===== config.mk =====
export PLATFORM = sky130hd
export DESIGN_NAME = loc_arbiter
export DESIGN_NICKNAME = d
export VERILOG_FILES = /design/src/rtl/lta_pkg.sv /design/src/rtl/lta_decode.sv /design/src/rtl/lta_pick_high.sv /design/src/rtl/lta_regview.sv /design/src/rtl/loc_arbiter.sv
export SDC_FILE = /design/constraint.sdc
export NUM_CORES = 1
export LEC_CHECK = 0
export BUFFER_PORTS_ARGS = -buffer_cell sky130_fd_sc_hd__buf_2
export CAP_MARGIN = 20
export CORE_ASPECT_RATIO = 0.75
export CORE_MARGIN = 2
export CORE_UTILIZATION = 43
export DETAILED_ROUTE_END_ITERATION = 8
export GPL_TIMING_DRIVEN = 0
export PLACE_DENSITY = 0.79
export SETUP_SLACK_MARGIN = 0.02
export SLEW_MARGIN = 25
export SYNTH_ARGS = -nofsm -noshare
export SYNTH_HDL_FRONTEND = slang
export SYNTH_SLANG_ARGS = --single-unit

===== constraint.sdc =====
create_clock -name clk -period 2.5 [get_ports clk]
set_clock_uncertainty 0.05 [all_clocks]
set_input_delay 0.125 -clock clk [delete_from_list [all_inputs] [get_ports clk]]
set_output_delay 0.125 -clock clk [all_outputs]
set_load 0.1 [all_outputs]

===== src/rtl/lta_pkg.sv =====
package lta_pkg;
    localparam int OWN_W = 8;
    localparam logic [OWN_W-1:0] NO_OWNER = 8'hFF;

    // access byte bit positions (software-visible layout)
    localparam int B_EST    = 0;
    localparam int B_REQ    = 1;
    localparam int B_PEND   = 2;
    localparam int B_SEIZE  = 3;
    localparam int B_SEIZED = 4;
    localparam int B_ACT    = 5;
    localparam int B_VALID  = 7;

    typedef enum logic {
        HAND_RELEASE = 1'b0,
        HAND_SEIZE   = 1'b1
    } hand_kind_e;
endpackage


===== src/rtl/lta_decode.sv =====
module lta_decode #(
    parameter int ADDR_W    = 15,
    parameter int LOC_SHIFT = 12,
    parameter int NLOC      = 5,
    parameter int LOC_W     = 3
) (
    input  logic [ADDR_W-1:0] addr,
    output logic [LOC_W-1:0]  loc,
    output logic              loc_ok,
    output logic              reg_hit,
    output logic              wr_lock
);
    always_comb begin
        loc     = addr[LOC_SHIFT+LOC_W-1:LOC_SHIFT];
        loc_ok  = (int'(loc) < NLOC);
        reg_hit = (addr[LOC_SHIFT-1:2] == '0);
        // the top locality window is read-only to software
        wr_lock = (int'(loc) == NLOC - 1);
    end
endmodule


===== src/rtl/lta_pick_high.sv =====
module lta_pick_high #(
    parameter int NLOC  = 5,
    parameter int LOC_W = 3
) (
    input  logic [NLOC-1:0]  mask,
    output logic             found,
    output logic [LOC_W-1:0] idx
);
    always_comb begin
        found = 1'b0;
        idx   = '0;
        for (int i = 0; i < NLOC; i++) begin
            if (mask[i]) begin
                found = 1'b1;
                idx   = LOC_W'(i);
            end
        end
    end
endmodule


===== src/rtl/lta_regview.sv =====
module lta_regview
    import lta_pkg::*;
#(
    parameter int NLOC   = 5,
    parameter int LOC_W  = 3,
    parameter int DATA_W = 32
) (
    input  logic [LOC_W-1:0]  loc,
    input  logic              loc_ok,
    input  logic              reg_hit,
    input  logic [NLOC-1:0]   req,
    input  logic [NLOC-1:0]   seized,
    input  logic [OWN_W-1:0]  owner,
    input  logic              established,
    output logic [DATA_W-1:0] rdata
);
    logic [NLOC-1:0] others_req;
    logic [7:0]      acc;

    genvar g;
    generate
        for (g = 0; g < NLOC; g++) begin : g_pend
            localparam logic [NLOC-1:0] SELF = NLOC'(1) << g;
            assign others_req[g] = |(req & ~SELF);
        end
    endgenerate

    always_comb begin
        acc           = '0;
        acc[B_VALID]  = 1'b1;
        acc[B_EST]    = ~established;
        if (loc_ok) begin
            acc[B_ACT]    = (owner == OWN_W'(loc));
            acc[B_SEIZED] = seized[loc];
            acc[B_PEND]   = others_req[loc];
            acc[B_REQ]    = req[loc];
        end
        rdata = (loc_ok && reg_hit) ? DATA_W'(acc) : '0;
    end
endmodule


===== src/rtl/loc_arbiter.sv =====
module loc_arbiter
    import lta_pkg::*;
#(
    parameter int NLOC      = 5,
    parameter int ADDR_W    = 15,
    parameter int LOC_SHIFT = 12,
    parameter int DATA_W    = 32,
    localparam int LOC_W    = $clog2(NLOC),
    localparam int BE_W     = DATA_W / 8
) (
    input  logic              clk,
    input  logic              rst_n,
    input  logic [ADDR_W-1:0] bus_addr,
    input  logic              bus_wr,
    input  logic [BE_W-1:0]   bus_be,
    input  logic [DATA_W-1:0] bus_wdata,
    output logic [DATA_W-1:0] bus_rdata,
    input  logic              established,
    input  logic              cmd_busy,
    input  logic              abort_done,
    output logic              abort_req,
    output logic [LOC_W-1:0]  abort_loc,
    output logic [OWN_W-1:0]  owner,
    output logic              owner_changed
);
    typedef struct packed {
        logic [NLOC-1:0]  req;
        logic [NLOC-1:0]  seize;
        logic [NLOC-1:0]  seized;
        logic [OWN_W-1:0] owner;
        logic             pend;
        logic [LOC_W-1:0] pend_tgt;
        hand_kind_e       pend_kind;
        logic             chg;
    } arb_state_t;

    arb_state_t q, d;

    logic [LOC_W-1:0] dec_loc;
    logic             loc_ok, reg_hit, wr_lock;
    logic             pick_found;
    logic [LOC_W-1:0] pick_idx;

    lta_decode #(
        .ADDR_W(ADDR_W), .LOC_SHIFT(LOC_SHIFT), .NLOC(NLOC), .LOC_W(LOC_W)
    ) u_dec (
        .addr(bus_addr), .loc(dec_loc), .loc_ok(loc_ok),
        .reg_hit(reg_hit), .wr_lock(wr_lock)
    );

    lta_pick_high #(.NLOC(NLOC), .LOC_W(LOC_W)) u_pick (
        .mask(q.req), .found(pick_found), .idx(pick_idx)
    );

    lta_regview #(.NLOC(NLOC), .LOC_W(LOC_W), .DATA_W(DATA_W)) u_view (
        .loc(dec_loc), .loc_ok(loc_ok), .reg_hit(reg_hit),
        .req(q.req), .seized(q.seized), .owner(q.owner),
        .established(established), .rdata(bus_rdata)
    );

    logic             wr_ok, owner_valid, is_owner, seize_ok;
    logic [7:0]       wv;
    logic [NLOC-1:0]  hi_mask, lo_mask;
    logic             do_apply;
    logic [OWN_W-1:0] ap_tgt;
    hand_kind_e       ap_kind;
    logic             hand;
    logic [LOC_W-1:0] h_tgt;
    hand_kind_e       h_kind;

    always_comb begin
        d     = q;
        d.chg = 1'b0;

        do_apply = 1'b0;
        ap_tgt   = NO_OWNER;
        ap_kind  = HAND_RELEASE;
        hand     = 1'b0;
        h_tgt    = '0;
        h_kind   = HAND_RELEASE;

        wr_ok       = bus_wr && bus_be[0] && reg_hit && loc_ok && !wr_lock;
        wv          = bus_wdata[7:0];
        // a seize write disregards its request and release bits
        if (wv[B_SEIZE]) begin
            wv[B_REQ] = 1'b0;
            wv[B_ACT] = 1'b0;
        end
        owner_valid = (q.owner < OWN_W'(NLOC));
        is_owner    = owner_valid && (q.owner == OWN_W'(dec_loc));

        for (int i = 0; i < NLOC; i++) begin
            hi_mask[i] = (i > int'(dec_loc));
            lo_mask[i] = (i < int'(dec_loc));
        end

        seize_ok = wv[B_SEIZE]
                && (!owner_valid || (OWN_W'(dec_loc) > q.owner))
                && !q.seize[dec_loc]
                && !(|(q.seize & hi_mask));

        if (q.pend) begin
            if (abort_done) begin
                do_apply = 1'b1;
                ap_tgt   = OWN_W'(q.pend_tgt);
                ap_kind  = q.pend_kind;
                d.pend   = 1'b0;
            end else if (wr_ok) begin
                if (wv[B_SEIZED]) begin
                    d.seized[dec_loc] = 1'b0;
                end
                if (seize_ok) begin
                    d.seize          = d.seize & ~lo_mask;
                    d.seize[dec_loc] = 1'b1;
                    d.pend_tgt       = dec_loc;
                    d.pend_kind      = HAND_SEIZE;
                end
            end
        end else if (wr_ok) begin
            if (wv[B_ACT]) begin
                if (is_owner) begin
                    if (pick_found) begin
                        hand   = 1'b1;
                        h_tgt  = pick_idx;
                        h_kind = HAND_RELEASE;
                    end else begin
                        do_apply = 1'b1;
                        ap_tgt   = NO_OWNER;
                        ap_kind  = HAND_RELEASE;
                    end
                end else begin
                    d.req[dec_loc] = 1'b0;
                end
            end

            if (wv[B_SEIZED]) begin
                d.seized[dec_loc] = 1'b0;
            end

            if (seize_ok) begin
                d.seize          = d.seize & ~lo_mask;
                d.seize[dec_loc] = 1'b1;
                hand             = 1'b1;
                h_tgt            = dec_loc;
                h_kind           = HAND_SEIZE;
            end

            if (wv[B_REQ] && !is_owner) begin
                if (owner_valid) begin
                    d.req[dec_loc] = 1'b1;
                end else begin
                    do_apply = 1'b1;
                    ap_tgt   = OWN_W'(dec_loc);
                    ap_kind  = HAND_RELEASE;
                end
            end

            if (hand) begin
                if (cmd_busy) begin
                    d.pend      = 1'b1;
                    d.pend_tgt  = h_tgt;
                    d.pend_kind = h_kind;
                end else begin
                    do_apply = 1'b1;
                    ap_tgt   = OWN_W'(h_tgt);
                    ap_kind  = h_kind;
                end
            end
        end

        if (do_apply) begin
            if (ap_tgt != q.owner) begin
                d.chg = 1'b1;
                if (owner_valid) begin
                    if (ap_kind == HAND_SEIZE) begin
                        d.seized[q.owner[LOC_W-1:0]] = 1'b1;
                    end else begin
                        d.req[q.owner[LOC_W-1:0]] = 1'b0;
                    end
                end
            end
            d.owner = ap_tgt;
            if (ap_tgt < OWN_W'(NLOC)) begin
                d.req[ap_tgt[LOC_W-1:0]]   = 1'b0;
                d.seize[ap_tgt[LOC_W-1:0]] = 1'b0;
            end
        end
    end

    always_ff @(posedge clk) begin
        if (!rst_n) begin
            q.req       <= '0;
            q.seize     <= '0;
            q.seized    <= '0;
            q.owner     <= NO_OWNER;
            q.pend      <= 1'b0;
            q.pend_tgt  <= '0;
            q.pend_kind <= HAND_RELEASE;
            q.chg       <= 1'b0;
        end else begin
            q <= d;
        end
    end

    assign abort_req     = q.pend;
    assign abort_loc     = q.pend_tgt;
    assign owner         = q.owner;
    assign owner_changed = q.chg;
endmodule


==> results.txt, run 1 <==
----------------------------------------------------
[Outcome]
  Outcome ... finished with violations
  Violated checks ... negative setup slack

[Drt]
  Pre-Repair DR Iteration Count ... 5
  Total via count in the routed design ... 2728
  DRC violations left ... 0
  Detailed-route vias per instance ... 5.879
  DRC violation total after the first TritonRoute iteration ... 373
  Wire length reported by the detailed router ... 8365 microns
  Wire per inst ... 18.03 microns
  Detail Route Antenna Nets ... 0

[Yosys]
  Cell count after synthesis ... 297
  Count of yosys warnings during synthesis ... 0
  Sequential area share after synthesis ... 21.86%
  Post-synth top area share ... 21.86%
  FFs w/ async S/R, synth ... 0%
  Post-synthesis average cell area ... 7.709 sq um
  Top flip-flop cell by instance count after synthesis ... dfxtp_1
  Synth Cell Area ... 2290 sq um
  Cell type with the highest aggregate area in the netlist ... dfxtp_1
  Yosys cell types ... 67
  Ranking of synthesized cells by area ... dfxtp_1 22%, buf_4 12%, nor2_1 4.6%
  FF+latch count, synth ... 25
  Number of enable-type register cells in the synthesized netlist ... 0
  Count leader, synth ... buf_4
  Cell types with the highest counts after synthesis ... 37 x buf_4, 28 x nor2_1, 25 x dfxtp_1

[Die]
  Width of the die ... 88.26 microns
  Initial cell density of the core ... 45.70%
  Die extent in y ... 67.20 microns
  Total die area ... 5931 sq um
  I/O pin total ... 102
  Area of the placeable core ... 5010 sq um
  Standard-cell row count ... 22

[Power]
  Peak ir drop on the vdd network ... 0.1681 mV
  Leakage power of the design ... 1.448 nW
  Power density normalized to cell area ... 300.5 nW/um^2

[Global route]
  Grt ovf ... 0
  Largest net degree at the start of global routing ... 17
  Number of antenna violations at the first check in global routing ... 0
  Number of global-route vias before repair ... 2342
  Global routing usage summed across all routing layers ... 26.33%
  Global-route wire length before repair ... 11870 microns

[STA]
  Final-report max-slew violation count ... 0
  Unrepaired setup endpoints after global routing ... true
  Slew headroom ... 50.80%
  Hold Worst Slack ... 298.2 ps
  Post-layout worst setup margin ... -349.4 ps
  Peak clock frequency supported by timing ... 351.0 MHz
  Share of the clock period used by the worst path after layout ... 114.0%
  Final setup violating endpoints ... 22
  Total Neg Setup Slack ... -4364 ps
  Slew at the pin with the worst max-slew slack ... 738.0 ps
  Final period demand of the worst path ... 2849 ps
  Final Hold Viols ... 0

[Worst setup path]
  Worst Path Required ... 2640 ps
  Arr. time, crit path ... 2990 ps
  Startpoint type of the worst setup path ... flip-flop
  Nature of the critical path endpoint ... flip-flop
  Type of the worst setup path ... reg -> reg
  Critical-path maximum fanout ... 5

[Placement]
  Port Buf Inserts ... 42
  Final estimated routing congestion in global placement ... 0.9898
  Cell Area, Placed ... 2725 sq um
  Placed wire-length estimate ... 5398 microns

[Layout]
  Post-route standard cell area excluding fillers ... 3307 sq um
  Fillcell total ... 436
  Fin util ... 66.01%
  Register area ... 506.7 sq um
  Multi-input combinational cell area ... 1794 sq um
  Share of final-layout standard cells stronger than drive strength 1 ... 44.90%
  Diode insertion count for antenna repair ... 0
  Area added between synthesis and finish ... 44.43%
  Net count, final ... 453

[CTS]
  Num CTS Buffers ... 3
  CTS tree ... yes
  CTS root buf ... clkbuf_8
  CTS H-tree lvls ... 1
  CTS clk-pin slew, worst paths ... 110 ps
  Number of buffers between clock root and the deepest sink ... 2
  Sinks on the clock net ... 25
  Insertion delay of the later-clocked pin in the worst-skew pair ... 280 ps

[Hold path]
  Kind of path behind the tightest hold check ... in -> reg

[Flow run]
  Reported max-cap violation count ... 0

----------------------------------------------------
==> through the flow <==
step,std cells,power [mW],setup WS [ps]
after floorplan,322,0.6599,-102.4
after global placement,436,0.6987,-531.3
after detailed placement,436,0.6996,-535.9
after CTS,457,0.9695,-219.5
after global routing,464,1.021,-388.3
final,464,0.9939,-349.4
==> placed cells by master (no fill, tap or decap), types with 8 or more instances in the layout <==
cell / count
clkbuf_1: 9
nand2_1: 17
a21oi_1: 10
o21ai_0: 11
nor2_1: 23
buf_2: 42
nor2b_1: 8
dfxtp_1: 22
inv_1: 9
buf_4: 59
conb_1: 26
nor3_1: 8
==> where the power goes <==
part	switching, mW	total [mW]	internal, mW
clock network	0.150	0.267	0.117
registers	0.0000213	0.397	0.397
logic	0.248	0.330	0.0815
total	0.398	0.994	0.596
==> flip-flops by register name, summed over array words and instances, names as in the netlist <==
signal         count
abort_req          1
owner_changed      1
owner              4
q                 16
abort_loc          3
==> cells by family after synthesis <==
logic type,synth area share (%)
AOI/OAI and AO/OA,29.13
buffers and inverters,18.03
DFF,21.86
other,0.1638
adders and majority gates,1.640
and+or+nand+nor,25.85
muxes,3.333
==> worst max-delay path: stages (launching register included) <==
cell,delay (ps)
dfxtp_2,370
inv_4,60
ha_4,260
nand4b_1,190
or4_4,580
buf_12,160
nor2_4,120
o22ai_4,100
a32o_2,230
a21oi_2,150
o211ai_4,120
buf_6,160
a41o_1,200
==> final timing paths <==
kind         slack (ps)        end       start  cells past startpoint
max                -350      q[15]    owner[1]                     12
min                 300  abort_req  abort_done                      3
max reg2reg        -350      q[15]    owner[1]                     12
min reg2reg         440      q[23]       q[23]                      2
==> repair_timing <==
action / 4_1_cts / 5_1_grt
gates resized for setup: 31 / 41
pin swaps: 15 / 14
gates cloned: 2 / 0
setup endpoints to repair: 24 / 24
buffers inserted: 15 / 11
hold buffers: 0 / 0
==> layout make-up <==
cell class                 count  share of cell area (%)
clock inverter                 1                  0.2649
inverter                      11                   1.400
sequential                    25                   15.32
buffer                        53                   11.58
tap                           72                   2.724
multi-input combinational    232                   54.26
clock buffer                   3                   1.249
timing repair buffer          67                   13.20
==> metal layers <==
metal / global-route usage, % / part of all wire, % / vias to the layer above
met5: 0 / 0 / -
met4: 7.576 / 2.1 / 0
met3: 9.169 / 12 / 24
met2: 38.44 / 44 / 182
met1: 36.70 / 43 / 1282
li1: - / - / 1240
(Power assumes the default switching activity.)
==> run 2, diff against run 1 <==
Settings changed: CTS_BUF_LIST from default to sky130_fd_sc_hd__clkbuf_16, SLEW_MARGIN 25 to default.
==> run 2 against run 1 <==
Compared with the run above:
- the flow still finishes with violations (negative setup slack)
- first-iteration DRC count up 67%
- clock power increased by 45%
- highest routed layer unchanged
- register-to-register slack lost 96 ps
- largest power group unchanged
- die area unchanged
- critical path depth fell by 1
- critical endpoint is now q[27]
- power increased by 12%
- hold slack worse by 22 ps
- core utilization grew 2.8 points
- via count is 8.9% higher
- clock-buffer cell count is the same
- combinational power barely moved
- sequential power is essentially flat
==> results.txt, run 2 (synthesis results as in run 1) <==
----------------------------------------------------
[STA]
  Total Neg Setup Slack ... -6488 ps
  Peak clock frequency supported by timing ... 339.5 MHz
  Post-layout worst setup margin ... -445.6 ps
  Final-report max-slew violation count ... 0
  Slew headroom ... 43.71%
  Final period demand of the worst path ... 2946 ps
  Final Hold Viols ... 0
  Unrepaired setup endpoints after global routing ... true
  Final setup violating endpoints ... 24
  Slew at the pin with the worst max-slew slack ... 844.3 ps
  Share of the clock period used by the worst path after layout ... 117.8%
  Hold Worst Slack ... 276.6 ps

[Drt]
  Highest routed metal layer ... met4
  Total via count in the routed design ... 2970
  Detailed-route vias per instance ... 6.200
  Pre-Repair DR Iteration Count ... 6
  Wire per inst ... 19.54 microns
  DRC violations left ... 0
  DRC violation total after the first TritonRoute iteration ... 622
  Detailed route wirelength on metal2 ... 4042 microns
  Detail Route Antenna Nets ... 0
  Wire length on met3 ... 1355 microns
  Wire length reported by the detailed router ... 9362 microns
  Wl on met1 ... 3490 microns

[Die]
  I/O pin total ... 102
  Initial cell density of the core ... 45.70%
  Width of the die ... 88.26 microns
  Area of the placeable core ... 5010 sq um
  Standard-cell row count ... 22
  Total die area ... 5931 sq um
  Die extent in y ... 67.20 microns

[Hold path]
  Kind of path behind the tightest hold check ... in -> reg

[Worst setup path]
  CP endpoint ... q[27]
  Worst Path Required ... 2610 ps
  Most frequent cell on the critical path ... buf_4
  Worst Reg-to-Reg Cells ... 11
  R2r setup slk ... -450 ps
  Reg-to-reg critical path startpoint ... owner[1]
  Critical path launch point ... owner[1]
  Critical-path maximum fanout ... 7
  Slowest stage cell, crit path ... nor4_1
  Destination of the worst register-to-register timing path ... q[27]
  Arr. time, crit path ... 3060 ps
  Critical Path Max Stage Delay ... 480 ps
  Startpoint type of the worst setup path ... flip-flop
  Type of the worst setup path ... reg -> reg
  Cell-by-cell listing of the critical path ... inv_4 -> ha_4 -> nand4b_1 -> buf_4 -> or3_4 -> buf_4 -> nor4_1 -> inv_1 -> nand3_4 -> and3b_1 -> a211oi_2
  Nature of the critical path endpoint ... flip-flop

[Layout]
  Register ranked first by flip-flop count ... q
  Share of final-layout standard cells stronger than drive strength 1 ... 46.19%
  Post-route standard cell area excluding fillers ... 3448 sq um
  Diode insertion count for antenna repair ... 0
  Fillcell total ... 395
  Most common library cell in the layout ignoring fill and taps ... buf_4
  Number of flip-flops under the largest register name ... 16
  Area added between synthesis and finish ... 50.60%
  Top library cells by usage in the layout, fill and taps aside ... 69 x buf_4, 42 x buf_2, 26 x conb_1
  Net count, final ... 468

[CTS]
  CTS root buf ... clkbuf_16
  CTS clk-pin slew, worst paths ... 70 ps
  CTS tree ... yes
  Number of buffers between clock root and the deepest sink ... 2
  Insertion delay of the later-clocked pin in the worst-skew pair ... 270 ps
  Quantity of hold-fixing buffers added after cts ... 0
  Num CTS Buffers ... 3
  Sinks on the clock net ... 25
  CTS H-tree lvls ... 1

[Placement]
  Worst setup timing slack at the placement stage ... -535.9 ps
  Port Buf Inserts ... 42
  Cell Area, Placed ... 2725 sq um
  Final estimated routing congestion in global placement ... 0.9898
  Placed wire-length estimate ... 5398 microns

[Global route]
  Number of global-route vias before repair ... 2501
  Largest net degree at the start of global routing ... 17
  Number of antenna violations at the first check in global routing ... 0
  Grt ovf ... 0
  Global-route wire length before repair ... 12800 microns
  Global routing usage summed across all routing layers ... 28.70%

[Power]
  Leakage power of the design ... 1.528 nW
  Peak ir drop on the vdd network ... 0.2640 mV
  Power density normalized to cell area ... 321.8 nW/um^2

[Flow run]
  Reported max-cap violation count ... 0

[Outcome]
  Outcome ... finished with violations
  Violated checks ... negative setup slack

----------------------------------------------------
run 2: cell count changes in the layout (fill, tap and decap cells not counted), moves of 2 or more:
cell / delta
buf_4: +10
buf_6: +6
clkbuf_16: +3
clkbuf_8: -3
o311ai_1: +2
run 2: cell type report:
type                            instances  area [sq um]  area share (%)
Clock buffer                            3         75.07           2.177
Inverter                               11         46.29           1.343
Timing Repair Buffer                   82         568.0           16.47
Tap cell                               72         90.09           2.612
Clock inverter                          1         8.758          0.2540
Sequential cell                        25         506.7           14.70
Buffer                                 53         374.1           10.85
Multi-Input combinational cell        232          1779           51.60
run 2: timing repair:
item | CTS | global route
pin swaps | 23 | 21
endpoints found under the setup margin | 24 | 24
setup buffers | 26 | 16
gates cloned | 2 | 1
resized for setup | 47 | 26
run 2: critical path, delay by kind of cell, from the launching register on:
| family | cells | cell delay [ps] |
|---|---|---|
| AOI/OAI and AO/OA | 1 | 70 |
| adders and majority gates | 1 | 270 |
| buffers and inverters | 4 | 600 |
| DFF | 1 | 360 |
| and+or+nand+nor | 5 | 1460 |
run 2: per-layer routing:
| metal | GRT usage [%] | up-vias |
|---|---|---|
| met5 | 7.273 | - |
| met4 | 7.955 | 0 |
| met1 | 37.16 | 1374 |
| met2 | 44.74 | 258 |
| met3 | 10.27 | 67 |
| li1 | - | 1271 |
run 2: metrics by stage:
stage                     power [mW]  std cells  utilization [%]
after floorplan               0.6599        322                -
after global placement        0.6987        436            54.40
after detailed placement      0.6996        436            54.40
after CTS                      1.085        468            64.61
after global routing           1.142        479            68.83
final                          1.110        479            68.83
run 2: worst min path at each step:
stage | start | to | slack [ps] | cells past startpoint
final | abort_done | abort_req | 280 | 3
after CTS | abort_done | abort_req | 270 | 3
after detailed placement | q[23] | q[23] | 410 | 2
after global placement | q[23] | q[23] | 390 | 2
after floorplan | abort_done | abort_req | 320 | 2
after global routing | rst_n | q[18] | 340 | 3
run 2: power by group:
part / switching, mW / internal, mW
combinational: 0.249 / 0.0779
clock: 0.164 / 0.222
sequential: 0.0000226 / 0.397
